--- src/rtl/alarm_pkg.sv ---
package alarm_pkg;
  localparam int NUM_FIELDS = 6;
  localparam int BCD_W      = 8;
  localparam int DOW_W      = 3;
  localparam int DOW_IDX    = 3;

  // field index: 0 sec, 1 min, 2 hour, 3 dow, 4 date, 5 mon
  typedef struct packed {
    logic [BCD_W-1:0] mon;
    logic [BCD_W-1:0] date;
    logic [DOW_W-1:0] dow;
    logic [BCD_W-1:0] hour;
    logic [BCD_W-1:0] min;
    logic [BCD_W-1:0] sec;
  } cal_time_t;

  localparam int TIME_W = $bits(cal_time_t);

  function automatic int fld_w(input int idx);
    return (idx == DOW_IDX) ? DOW_W : BCD_W;
  endfunction

  function automatic int fld_lo(input int idx);
    int acc;
    acc = 0;
    for (int j = 0; j < idx; j++) acc += fld_w(j);
    return acc;
  endfunction
endpackage

--- src/rtl/alarm_cmp.sv ---
module alarm_cmp
  import alarm_pkg::*;
(
  input  cal_time_t             now_i,
  input  cal_time_t             ref_i,
  input  logic [NUM_FIELDS-1:0] en_i,
  output logic                  match_o
);
  logic [NUM_FIELDS-1:0] hit;

  for (genvar i = 0; i < NUM_FIELDS; i++) begin : g_fld
    localparam int LO = fld_lo(i);
    localparam int W  = fld_w(i);
    assign hit[i] = ~en_i[i] | (now_i[LO +: W] == ref_i[LO +: W]);
  end

  // empty mask must not fire
  assign match_o = (&hit) & (|en_i);
endmodule

--- src/rtl/alarm_slot.sv ---
module alarm_slot
  import alarm_pkg::*;
(
  input  logic                  clk_i,
  input  logic                  rst_ni,
  input  logic                  tick_i,
  input  cal_time_t             now_i,
  input  logic                  we_i,
  input  cal_time_t             cfg_time_i,
  input  logic [NUM_FIELDS-1:0] cfg_en_i,
  input  logic                  cfg_rep_i,
  input  logic                  clr_i,
  output logic                  flag_o
);
  cal_time_t             ref_q;
  logic [NUM_FIELDS-1:0] en_q;
  logic                  rep_q;
  logic                  armed_q;
  logic                  match;
  logic                  fire;

  alarm_cmp u_cmp (
    .now_i   (now_i),
    .ref_i   (ref_q),
    .en_i    (en_q),
    .match_o (match)
  );

  assign fire = tick_i & armed_q & match;

  always_ff @(posedge clk_i or negedge rst_ni) begin
    if (!rst_ni) begin
      ref_q   <= '0;
      en_q    <= '0;
      rep_q   <= 1'b0;
      armed_q <= 1'b0;
    end else if (we_i) begin
      ref_q   <= cfg_time_i;
      en_q    <= cfg_en_i;
      rep_q   <= cfg_rep_i;
      armed_q <= 1'b1;
    end else if (fire && !rep_q) begin
      armed_q <= 1'b0;
    end
  end

  // set beats clear so an event is never lost
  always_ff @(posedge clk_i or negedge rst_ni) begin
    if (!rst_ni)     flag_o <= 1'b0;
    else if (fire)   flag_o <= 1'b1;
    else if (clr_i)  flag_o <= 1'b0;
  end
endmodule

--- src/rtl/periodic_alarm_matcher.sv ---
module periodic_alarm_matcher
  import alarm_pkg::*;
#(
  parameter int NUM_ALARMS = 2
) (
  input  logic                  clk_i,
  input  logic                  rst_ni,
  input  logic                  tick_i,
  input  logic [7:0]            now_sec_i,
  input  logic [7:0]            now_min_i,
  input  logic [7:0]            now_hour_i,
  input  logic [2:0]            now_dow_i,
  input  logic [7:0]            now_date_i,
  input  logic [7:0]            now_mon_i,
  input  logic [NUM_ALARMS-1:0] cfg_we_i,
  input  logic [7:0]            cfg_sec_i,
  input  logic [7:0]            cfg_min_i,
  input  logic [7:0]            cfg_hour_i,
  input  logic [2:0]            cfg_dow_i,
  input  logic [7:0]            cfg_date_i,
  input  logic [7:0]            cfg_mon_i,
  input  logic [5:0]            cfg_en_i,
  input  logic                  cfg_rep_i,
  input  logic [NUM_ALARMS-1:0] clr_i,
  output logic [NUM_ALARMS-1:0] flag_o,
  output logic                  irq_o
);
  cal_time_t now_t, cfg_t;

  assign now_t = '{mon: now_mon_i, date: now_date_i, dow: now_dow_i,
                   hour: now_hour_i, min: now_min_i, sec: now_sec_i};
  assign cfg_t = '{mon: cfg_mon_i, date: cfg_date_i, dow: cfg_dow_i,
                   hour: cfg_hour_i, min: cfg_min_i, sec: cfg_sec_i};

  for (genvar k = 0; k < NUM_ALARMS; k++) begin : g_slot
    alarm_slot u_slot (
      .clk_i      (clk_i),
      .rst_ni     (rst_ni),
      .tick_i     (tick_i),
      .now_i      (now_t),
      .we_i       (cfg_we_i[k]),
      .cfg_time_i (cfg_t),
      .cfg_en_i   (cfg_en_i),
      .cfg_rep_i  (cfg_rep_i),
      .clr_i      (clr_i[k]),
      .flag_o     (flag_o[k])
    );
  end

  assign irq_o = |flag_o;
endmodule

--- config.mk ---
export PLATFORM = sky130hd
export DESIGN_NAME = periodic_alarm_matcher
export DESIGN_NICKNAME = d
export VERILOG_FILES = /design/src/rtl/alarm_pkg.sv /design/src/rtl/alarm_cmp.sv /design/src/rtl/alarm_slot.sv /design/src/rtl/periodic_alarm_matcher.sv
export SDC_FILE = /design/constraint.sdc
export NUM_CORES = 1
export LEC_CHECK = 0
export ABC_AREA = 0
export BUFFER_PORTS_ARGS = -buffer_cell sky130_fd_sc_hd__buf_4
export CORE_UTILIZATION = 49
export DETAILED_ROUTE_END_ITERATION = 10
export PLACE_DENSITY_LB_ADDON = 0.08
export REMOVE_ABC_BUFFERS = 1
export SLEW_MARGIN = 10
export SYNTH_ARGS = -nofsm -noshare
export SYNTH_HDL_FRONTEND = slang
export SYNTH_SLANG_ARGS = --single-unit
--- constraint.sdc ---
create_clock -name clk_i -period 1.6 [get_ports clk_i]
set_clock_uncertainty 0.15 [all_clocks]
set_input_delay 0.32 -clock clk_i [delete_from_list [all_inputs] [get_ports clk_i]]
set_output_delay 0.32 -clock clk_i [all_outputs]
set_load 0.01 [all_outputs]
==> summary.md, run 1 <==
| Metric | Value |
|---|---|
| Area delta synth->final | `31.5%` |
| IO Pins | `about 100` |
| Outcome | `complete, but fails checks` |
| Die height | `102 um` |
| Clock latency on the worst-skew pair | `0.35 ns` |
| Critical Path Sink Type | `flop` |
| Initial antenna violation count | `0` |
| FILL cells | `approximately 750` |
| Vias/cell | `approximately 5.0` |
| Commonest non-fill, non-tap cell in the layout | `buf_4` |
| MaxCap Viol Count | `0` |
| Compound-Gate Fraction of Synth Area | `0.0222` |
| CTS Buffer Depth | `2` |
| First-pass GRT wire length | `about 17,000 um` |
| Crit Path Max Fanout | `2` |
| Yosys warning total | `0` |
| Worst path slowest cell | `or4_1` |
| Largest net degree at the start of global routing | `53` |
| Power per cell area | `around 910 nW/um2` |
| Mux cell area share after synthesis | `0.232` |
| TritonCTS Buffers | `9` |
| Least-Margin Pin Slew | `around 0.3 ns` |
| Crit Path Class | `flop to flop` |
| GRT overflow | `0` |
| Peak Freq | `roughly 530 MHz` |
| Hold endpoint | `g_slot[0].u_slot.ref_q[31]` |
| Gr busiest metal | `met2` |
| TritonCTS clock tree | `done` |
| Min Hold Slack | `between 0.03 and 0.04 ns` |
| Root Driver | `clkbuf_8` |
| Commonest non-fill, non-tap cells in the layout | `buf_4, dfrtp_1, mux2_1` |
| Hold Crit Start | `cfg_date_i[4]` |
| Cell variety after synth | `25` |
| Tot Pwr | `5780 uW` |
| GRT Overall Usage | `0.212` |
| Area of the die | `about 10,000 um2` |
| Max VDD drop | `a little over 0.7 mV` |
| Num Clock Sinks | `around 100` |
| Failing checks | `setup timing` |
| Tcrit/Tclk final | `1.18` |
| FF-to-FF End | `g_slot[1].u_slot.armed_q` |
| Area of the multi-input gates | `around 2200 um2` |
| Hold WC Path Type | `input port to flop` |
| Slew HR | `0.803` |
| Reg2reg start | `g_slot[1].u_slot.ref_q[38]` |
| Yosys reg bits | `~100` |
| Final min period | `between 1.5 and 2 ns` |
| Drt wl/cell | `between 15 and 20 um` |
| Adder-cell share of the synthesized area | `0` |
| Gpl congestion | `0.758` |
| Seq. cell area | `between 2000 and 3000 um2` |
| Crit path from | `g_slot[1].u_slot.ref_q[38]` |
| Hold Fails Final Rpt | `0` |
| Final Max Tran Viols | `0` |
| IO Port Bufs | `a little over 100` |
| Post-synthesis cell area | `4850 um2` |
| Global Route met3 Usage | `0.0524` |
| Sequential area share after synthesis | `0.536` |
| Largest family of logic cells by synthesized area | `multiplexers` |
| Core area | `roughly 9400 um2` |
| Routed WL | `between 10,000 and 15,000 um` |
| Synth Area in XOR/XNOR | `0.155` |
| Crit-path max cell delay | `around 0.47 ns` |
| Setup WS post-layout | `-0.287 ns` |
| Reg2Reg Depth | `5` |
| Final ANT Viol Nets | `0` |
| Vias in the first global route | `roughly 3,500` |
| Final setup vio count | `4` |
| Clock-pin transition on the worst setup and hold timing paths | `0.10 ns` |
| Setup crit start kind | `flop` |
| Initial Util | `0.515` |
| Antenna cells | `0` |
| DRT iter0 DRCs | `78` |
| Syn Area/Cell | `about 14 um2` |
| RSZ-0062 raised after global routing | `yes` |
| Post-Synth Simple-Gate Area | `0.0395` |
| GRT met1 Usage | `0.276` |
| P_leak | `between 0.002 and 0.003 uW` |
| Syn Inst Count | `355` |
| Met2 usage in global routing | `0.362` |
| Crit path cell chain | `xor2_1 -> nor4_2 -> a21boi_1 -> or4_1 -> o22a_1` |
| Rows | `35` |
| Required @ worst endpoint | `~1.7 ns` |
| DRC Markers | `0` |
| Hold Crit Depth | `2` |
| Final net count | `around 600` |
| H-tree depth | `3` |
| Ratio of cells with drive above 1 in the final layout | `0.321` |
| R2r setup slk | `-0.29 ns` |
| DP HPWL | `roughly 7600 um` |
| Data arrival, critical path | `~2 ns` |
| Drt pass-1 iters | `4` |
| Via Count | `roughly 3,100` |
| Die Wd | `approximately 100 um` |
-- layer usage --
metal	routed length, um	part of all wire
met3	407	0.041
met1	4670	0.46
met5	0	0
met4	69	0.0069
met2	4890	0.49
-- per-stage QoR --
step | TNS, ns | utilization | cells | instance area, um2 | worst slack (ns)
floorplan | -0.128 | - | 341 | 4790 | -0.128
global placement | -0.981 | 0.646 | 607 | 6080 | -0.376
finish | -0.766 | 0.678 | 631 | 6380 | -0.287
detailed placement | -1.06 | 0.646 | 607 | 6080 | -0.427
global route | -1.01 | 0.678 | 631 | 6380 | -0.351
CTS | -0.806 | 0.675 | 631 | 6360 | -0.306
-- worst max path at each step --
stage | end | slack (ns) | cells past startpoint
2_1_floorplan | g_slot[1].u_slot.armed_q | -0.13 | 5
3_3_place_gp | g_slot[1].u_slot.armed_q | -0.38 | 6
3_5_place_dp | g_slot[1].u_slot.armed_q | -0.43 | 6
4_1_cts | g_slot[1].u_slot.armed_q | -0.31 | 5
5_1_grt | g_slot[1].u_slot.armed_q | -0.35 | 5
6_report | g_slot[1].u_slot.armed_q | -0.29 | 5
-- cells in the mapped netlist (all sizes together) --
cell	instances	area [um2]
dfrtp	104	2600
mux2	100	1130
xnor2	75	657
nand4	21	131
xor2	11	96.3
buf	10	48.8
o21ai	9	45.0
clkbuf	4	15.0
nand2	3	11.3
nor4	3	18.8
inv	2	7.51
or4	2	15.0
a21boi	1	7.51
a21oi	1	5.00
nand3	1	5.00
nor2	1	3.75
o22a	1	8.76
o22ai	1	6.26
o311ai	1	8.76
o31ai	1	7.51
o32a	1	10.0
o32ai	1	8.76
or2	1	6.26
-- area by class of cell --
class,count,share of cell area
tap,129,0.0253
sequential,104,0.408
timing repair buffer,145,0.187
clock inverter,4,0.00824
multi-input combinational,235,0.347
inverter,2,0.00118
clock buffer,12,0.0227
-- what timing repair did --
item | 4_1_cts | 5_1_grt
resized for setup | 5 | 4
setup buffers | 5 | 1
cloned | 0 | 0
endpoints found under the hold margin | 106 | 0
hold buffers | 3 | 0
pin swaps | 4 | 5
endpoints found under the setup margin | 4 | 4
-- cells by family (layout without fill, tap and decap cells) --
family,count (synthesis),count (layout)
flip-flops,104,104
multiplexers,100,100
XOR/XNOR,86,86
AND/OR/NAND/NOR,32,32
AO/OA/AOI/OAI,17,17
buffers and inverters,16,163
-- power breakdown --
part           leakage (uW)  total, uW  internal, uW  switching, uW
clock network      0.000101       1640           775            866
logic               0.00140       1090           657            429
registers           0.00121       3050          2880            173
total               0.00272       5780          4310           1470
-- flip-flops by register name, indices dropped and copies added, names as in the netlist --
register and count:
g_slot.u_slot.armed_q 2, g_slot.u_slot.en_q 12, g_slot.u_slot.rep_q 2, g_slot.u_slot.flag_o 2, g_slot.u_slot.ref_q 86
-- worst max-delay path, delay by kind of cell (launching register included) --
kind	cells	cell delay (ns)
xor gates and xnor gates	1	0.15
AOI/OAI and AO/OA	2	0.30
DFF	1	0.40
and+or+nand+nor	2	0.78
No activity file was read; power rests on OpenSTA's default activity.
==> run 2, diff against run 1 <==
CORE_UTILIZATION = 57   (was 49)
CTS_BUF_LIST = sky130_fd_sc_hd__clkbuf_4 sky130_fd_sc_hd__clkbuf_8   (was default)
clock period = 2.1 ns   (was 1.6 ns; I/O delays follow)
==> run 2 against run 1 <==
Effect of this change:
- combinational power down 33%
- final area down 6.1%
- global-route usage up 2.1 points
- die area down 14%
- register-to-register slack better by 0.43 ns
- the run now ends clean
- flip-flop and latch count unchanged
==> summary.md, run 2 (synthesized netlist as in run 1, its figures left out) <==
| Metric | Value |
|---|---|
| Critical Path Sink Type | `flop` |
| Final Max Tran Viols | `0 (unchanged)` |
| Clock latency on the worst-skew pair | `0.36 ns (about the same)` |
| Least-Margin Pin Slew | `0.745 ns (+0.450 ns)` |
| Antenna cells | `0 (unchanged)` |
| Hold WC Path Type | `input port to flop` |
| Crit Path Class | `flop to flop` |
| IO Pins | `103 (unchanged)` |
| TritonCTS clock tree | `done` |
| Clock Power Share | `0.309 (+0.025)` |
| Data arrival, critical path | `2.05 ns (+0.07 ns)` |
| RSZ-0062 raised after global routing | `no` |
| Final setup vio count | `0 (-4)` |
| Routed WL | `9550 um (-4.8%)` |
| Min Hold Slack | `0.102 ns (+0.0673 ns)` |
| Biggest register | `g_slot.u_slot.ref_q` |
| Rows | `33 (-5.7%)` |
| Tcrit/Tclk final | `0.930 (-0.249)` |
| Clock-pin transition on the worst setup and hold timing paths | `0.09 ns (about the same)` |
| Crit Path Max Fanout | `2 (unchanged)` |
| Required @ worst endpoint | `2.19 ns (+0.50 ns)` |
| Die height | `94.3 um (-7.1%)` |
| MaxCap Viol Count | `0 (unchanged)` |
| Commonest non-fill, non-tap cell in the layout | `buf_4` |
| Dpl cell area | `5760 um2 (-5.3%)` |
| First-pass GRT wire length | `15,300 um (-8.1%)` |
| P_int | `3340 uW (-23%)` |
| Gpl congestion | `0.753 (-0.74%)` |
| Drt wl/cell | `16.7 um (+5.2%)` |
| Area of the die | `8890 um2 (-14%)` |
| CTS Buffer Depth | `2 (unchanged)` |
| Seq. cell area | `2600 um2 (unchanged)` |
| Num Clock Sinks | `104 (unchanged)` |
| Comb pwr share | `0.164 (-0.024)` |
| Vias in the first global route | `3,206 (-8.6%)` |
| Post-CTS setup buffers | `0 (-5)` |
| DRC Markers | `0 (unchanged)` |
| P_leak | `0.00252 uW (-7.1%)` |
| Core area | `8220 um2 (-13%)` |
| Via Count | `3,064 (-2.5%)` |
| Final Instance Area | `5990 um2 (-6.1%)` |
| Area delta synth->final | `23.4%` |
| Slew HR | `0.503 (-0.300)` |
| NetSw | `1080 uW (-26%)` |
| Peak Freq | `512 MHz (-3.4%)` |
| Setup_tns | `0 ns (+0.766 ns)` |
| DP HPWL | `7000 um (-7.8%)` |
| Max VDD drop | `0.353 mV (-50%)` |
| R2r setup slk | `0.15 ns (+0.43 ns)` |
| GRT Overall Usage | `0.232 (+0.0205)` |
| Area of the multi-input gates | `2180 um2 (-1.7%)` |
| Initial Util | `0.591 (+0.0752)` |
| Power per cell area | `739 nW/um2 (-18%)` |
| Root Driver | `clkbuf_8` |
| IO Port Bufs | `102 (unchanged)` |
| DRT iter0 DRCs | `81 (+3.8%)` |
| Drt pass-1 iters | `4 (unchanged)` |
| Final net count | `561 (-6.0%)` |
| Final ANT Viol Nets | `0 (unchanged)` |
| Util after Layout | `0.729 (+0.0512)` |
| TritonCTS Buffers | `9 (unchanged)` |
| Final min period | `1.95 ns (+0.0670 ns)` |
| Vias/cell | `5.37 (+7.8%)` |
| H-tree depth | `3 (unchanged)` |
| Hold Fails Final Rpt | `0 (unchanged)` |
| GRT overflow | `0 (unchanged)` |
| Switch share | `0.245 (-0.00881)` |
| Commonest non-fill, non-tap cells in the layout | `buf_4, dfrtp_1, mux2_1` |
| Setup crit start kind | `flop` |
| FILL cells | `602 (-20%)` |
| Outcome | `completed` |
| Initial antenna violation count | `0 (unchanged)` |
| Ratio of cells with drive above 1 in the final layout | `0.266 (-0.0546)` |
| Sequential fraction of design power | `0.526 (-0.002)` |
| Largest register FFs | `86 (unchanged)` |
| Largest net degree at the start of global routing | `53 (unchanged)` |
| Die Wd | `94.3 um (-7.1%)` |
| Largest regs | `g_slot.u_slot.ref_q x86, g_slot.u_slot.en_q x12` |
run 2: cell count changes in the layout (fill, tap and decap cells not counted), sizes merged:
cell	delta
dlygate4sd3	-2
clkbuf	-1
buf	-34
bufinv	+1
run 2: power groups by stage:
stage | sequential, uW | clock, uW | combinational [uW]
floorplan | 2330 | 0 | 390
global placement | 2360 | 0 | 714
detailed placement | 2370 | 0 | 731
CTS | 2330 | 1410 | 741
global route | 2350 | 1480 | 802
finish | 2330 | 1370 | 727
run 2: final cells by class:
class | instances | share of cell area
tap | 105 | 0.0219
timing repair buffer | 109 | 0.141
multi-input combinational | 235 | 0.364
clock inverter | 5 | 0.0132
inverter | 2 | 0.00125
sequential | 104 | 0.435
clock buffer | 11 | 0.0242
run 2: final timing paths:
check                                           start                          to  cells after the start
hold / removal                               clr_i[0]     g_slot[0].u_slot.flag_o                      2
hold reg to reg                g_slot[0].u_slot.rep_q      g_slot[0].u_slot.rep_q                      1
min in group asynchronous                      rst_ni  g_slot[0].u_slot.ref_q[42]                      2
setup / recovery           g_slot[1].u_slot.ref_q[41]    g_slot[1].u_slot.armed_q                      5
max in group asynchronous                      rst_ni    g_slot[1].u_slot.en_q[1]                      3
setup reg to reg           g_slot[1].u_slot.ref_q[41]    g_slot[1].u_slot.armed_q                      5
run 2: repair_timing:
action                                 CTS  global route
hold buffers                             1             0
resized for setup                        0             0
endpoints found under the hold margin   28             0
run 2: critical path, cell delays in order, from the launching register on:
cell and delay (ns):
dfrtp_1 0.41, xor2_1 0.15, nor4_1 0.32, a21boi_1 0.14
or4_1 0.49, o22a_1 0.18
run 2: through the flow:
step / setup WS [ns] / power (uW) / instances
after floorplan: 0.307 / 2720 / 341
after global placement: 0.0294 / 3070 / 554
after detailed placement: -0.0101 / 3100 / 554
after CTS: 0.143 / 4480 / 571
after global routing: 0.0787 / 4630 / 571
final: 0.146 / 4420 / 571
run 2: routing by layer:
| layer | global-route usage | up-vias | wire (um) | share of wire |
|---|---|---|---|---|
| li1 | - | 1458 | - | - |
| met2 | 0.386 | 70 | 4690 | 0.49 |
| met1 | 0.290 | 1524 | 4210 | 0.44 |
| met5 | 0 | - | 0 | 0 |
| met3 | 0.0599 | 12 | 498 | 0.052 |
| met4 | 0.0859 | 0 | 150 | 0.016 |
==> run 3, diff against run 2 <==
CORE_UTILIZATION = 59   (was 57)
GPL_TIMING_DRIVEN = 0   (was default)
clock period = 2.3 ns   (was 2.1 ns; I/O delays follow)
==> run 3 against run 2 <==
Effect of this change:
- final cell count shrank 1.2%
- core utilization grew 2.8 points
- critical path depth is the same
- flip-flop and latch count is the same
- maximum frequency grew 1.9%
- die area shrank 3.3%
- setup slack gained 0.24 ns
- global-route usage is essentially flat
- hold slack gained 0.030 ns
- total power shrank 11%
- first-iteration DRC count shrank 37%
- via count shrank 1.1%
- highest routed layer unchanged
==> summary.md, run 3 (synthesized netlist as in run 1, its figures left out) <==
| Metric | Value |
|---|---|
| Outcome | `completed` |
| Clock-pin transition on the worst setup and hold timing paths | `0.10 ns (about the same)` |
| Hold Fails Final Rpt | `0 (unchanged)` |
| Die Wd | `92.7 um (-1.7%)` |
| P_int | `2950 uW (-12%)` |
| Crit path from | `g_slot[1].u_slot.ref_q[41]` |
| Vias/cell | `5.37 (+0.15%)` |
| Ratio of cells with drive above 1 in the final layout | `0.260 (-0.00635)` |
| Initial Util | `0.618 (+0.0278)` |
| Gpl congestion | `0.748 (-0.70%)` |
| Required @ worst endpoint | `2.40 ns (+0.21 ns)` |
| Comb pwr share | `0.167 (+0.003)` |
| Largest regs | `g_slot.u_slot.ref_q x86, g_slot.u_slot.en_q x12` |
| Clock Power Share | `0.294 (-0.015)` |
| Area delta synth->final | `22.4%` |
| Power per cell area | `663 nW/um2 (-10%)` |
| Routed WL | `9090 um (-4.8%)` |
| GRT Overall Usage | `0.232 (about the same)` |
| FILL cells | `543 (-9.8%)` |
| Final net count | `557 (-0.71%)` |
| Hold_buf cts | `1 (unchanged)` |
| Least-Margin Pin Slew | `0.734 ns (-0.0109 ns)` |
| Final min period | `1.92 ns (-0.0366 ns)` |
| Core area | `7850 um2 (-4.5%)` |
| Largest net degree at the start of global routing | `53 (unchanged)` |
| Initial antenna violation count | `0 (unchanged)` |
| IO Port Bufs | `102 (unchanged)` |
| Max VDD drop | `0.389 mV (+10%)` |
| Final ANT Viol Nets | `0 (unchanged)` |
| Hold Crit Start | `clr_i[1]` |
| Vias in the first global route | `3,286 (+2.5%)` |
| Data arrival, critical path | `2.02 ns (-0.03 ns)` |
| Commonest non-fill, non-tap cells in the layout | `dfrtp_1, buf_4, mux2_1` |
| Final Max Tran Viols | `0 (unchanged)` |
| Sequential fraction of design power | `0.540 (+0.014)` |
| Post-CTS setup buffers | `0 (unchanged)` |
| Critical Path Sink Type | `flop` |
| MaxCap Viol Count | `0 (unchanged)` |
| Crit Path Class | `flop to flop` |
| Rows | `32 (-3.0%)` |
| IO Pins | `103 (unchanged)` |
| Final setup vio count | `0 (unchanged)` |
| Min Hold Slack | `0.131 ns (+0.0296 ns)` |
| Reg2reg start | `g_slot[1].u_slot.ref_q[41]` |
| GRT overflow | `0 (unchanged)` |
| H-tree depth | `3 (unchanged)` |
| Dpl cell area | `5720 um2 (-0.59%)` |
| RSZ-0062 raised after global routing | `no` |
| Largest register FFs | `86 (unchanged)` |
| Setup_tns | `0 ns (unchanged)` |
| Final Instance Area | `5940 um2 (-0.86%)` |
| Peak Freq | `522 MHz (+1.9%)` |
| DRC Markers | `0 (unchanged)` |
| Area of the die | `8590 um2 (-3.3%)` |
| CTS Buffer Depth | `2 (unchanged)` |
| Tcrit/Tclk final | `0.834 (-0.0968)` |
| First-pass GRT wire length | `15,400 um (+0.40%)` |
| TritonCTS Buffers | `9 (unchanged)` |
| Crit Path Max Fanout | `2 (unchanged)` |
| Num Clock Sinks | `104 (unchanged)` |
| Commonest non-fill, non-tap cell in the layout | `dfrtp_1` |
| Slew HR | `0.511 (+0.00730)` |
| Antenna cells | `0 (unchanged)` |
| Setup crit start kind | `flop` |
| Via Count | `3,031 (-1.1%)` |
| TritonCTS clock tree | `done` |
| Drt pass-1 iters | `4 (unchanged)` |
| DP HPWL | `6760 um (-3.5%)` |
| Hold WC Path Type | `input port to flop` |
| Post-CTS Resized | `0 (unchanged)` |
| NetSw | `987 uW (-8.9%)` |
| Die height | `92.7 um (-1.7%)` |
| P_leak | `0.00249 uW (-1.5%)` |
| Clock latency on the worst-skew pair | `0.36 ns (about the same)` |
| Biggest register | `g_slot.u_slot.ref_q` |
| Switch share | `0.251 (+0.00574)` |
| Root Driver | `clkbuf_8` |
| Drt wl/cell | `16.1 um (-3.6%)` |
| DRT iter0 DRCs | `51 (-37%)` |
-- run 3: cell count changes in the layout (fill, tap and decap cells not counted), sizes merged --
cell	delta
bufinv	-1
clkinv	-1
buf	-4
inv	-1
clkinvlp	+2
clkbuf	+1
-- run 3: path summary, 6_finish.rpt --
check | slack [ns] | to | depth (start not counted)
max reg2reg | 0.38 | g_slot[1].u_slot.armed_q | 5
min in group asynchronous | 0.44 | g_slot[0].u_slot.ref_q[41] | 2
max in group asynchronous | 1.01 | g_slot[1].u_slot.ref_q[21] | 3
max | 0.38 | g_slot[1].u_slot.armed_q | 5
min | 0.13 | g_slot[1].u_slot.flag_o | 2
min reg2reg | 0.34 | g_slot[1].u_slot.rep_q | 1
-- run 3: power groups by stage --
stage	clock [uW]	sequential [uW]	combinational, uW
floorplan	0	2130	356
global placement	0	2150	637
detailed placement	0	2160	663
CTS	1180	2130	669
global route	1230	2150	726
finish	1160	2120	656
-- run 3: final cells by class --
class	instances	area [um2]	area share
flip-flops and latches	104	2600	0.438
multi-input cells	235	2180	0.367
repair buffers	105	816	0.137
clock buffers	12	153	0.0257
well taps	102	128	0.0215
clock inverters	4	53.8	0.00906
inverters	2	7.51	0.00126
-- run 3: stage by stage --
step                      power (uW)  std cells  utilization  worst slack [ns]
after floorplan                 2480        341            -             0.467
after global placement          2790        545        0.724             0.170
after detailed placement        2830        547        0.729             0.145
after CTS                       3980        564        0.757             0.339
after global routing            4110        564        0.757             0.297
final                           3940        564        0.757             0.383
-- run 3: layer usage --
layer,global-route usage,vias to the layer above,share of wire
met5,0,-,0
met4,0.0615,0,0.0096
met3,0.0386,8,0.043
met2,0.395,71,0.49
met1,0.311,1502,0.46
li1,-,1450,-
-- run 3: worst max-delay path, cell delays in order (launching register included) --
cell      delay [ns]
dfrtp_1         0.40
xor2_1          0.14
nor4_1          0.33
a21boi_1        0.14
or4_1           0.49
o22a_1          0.17
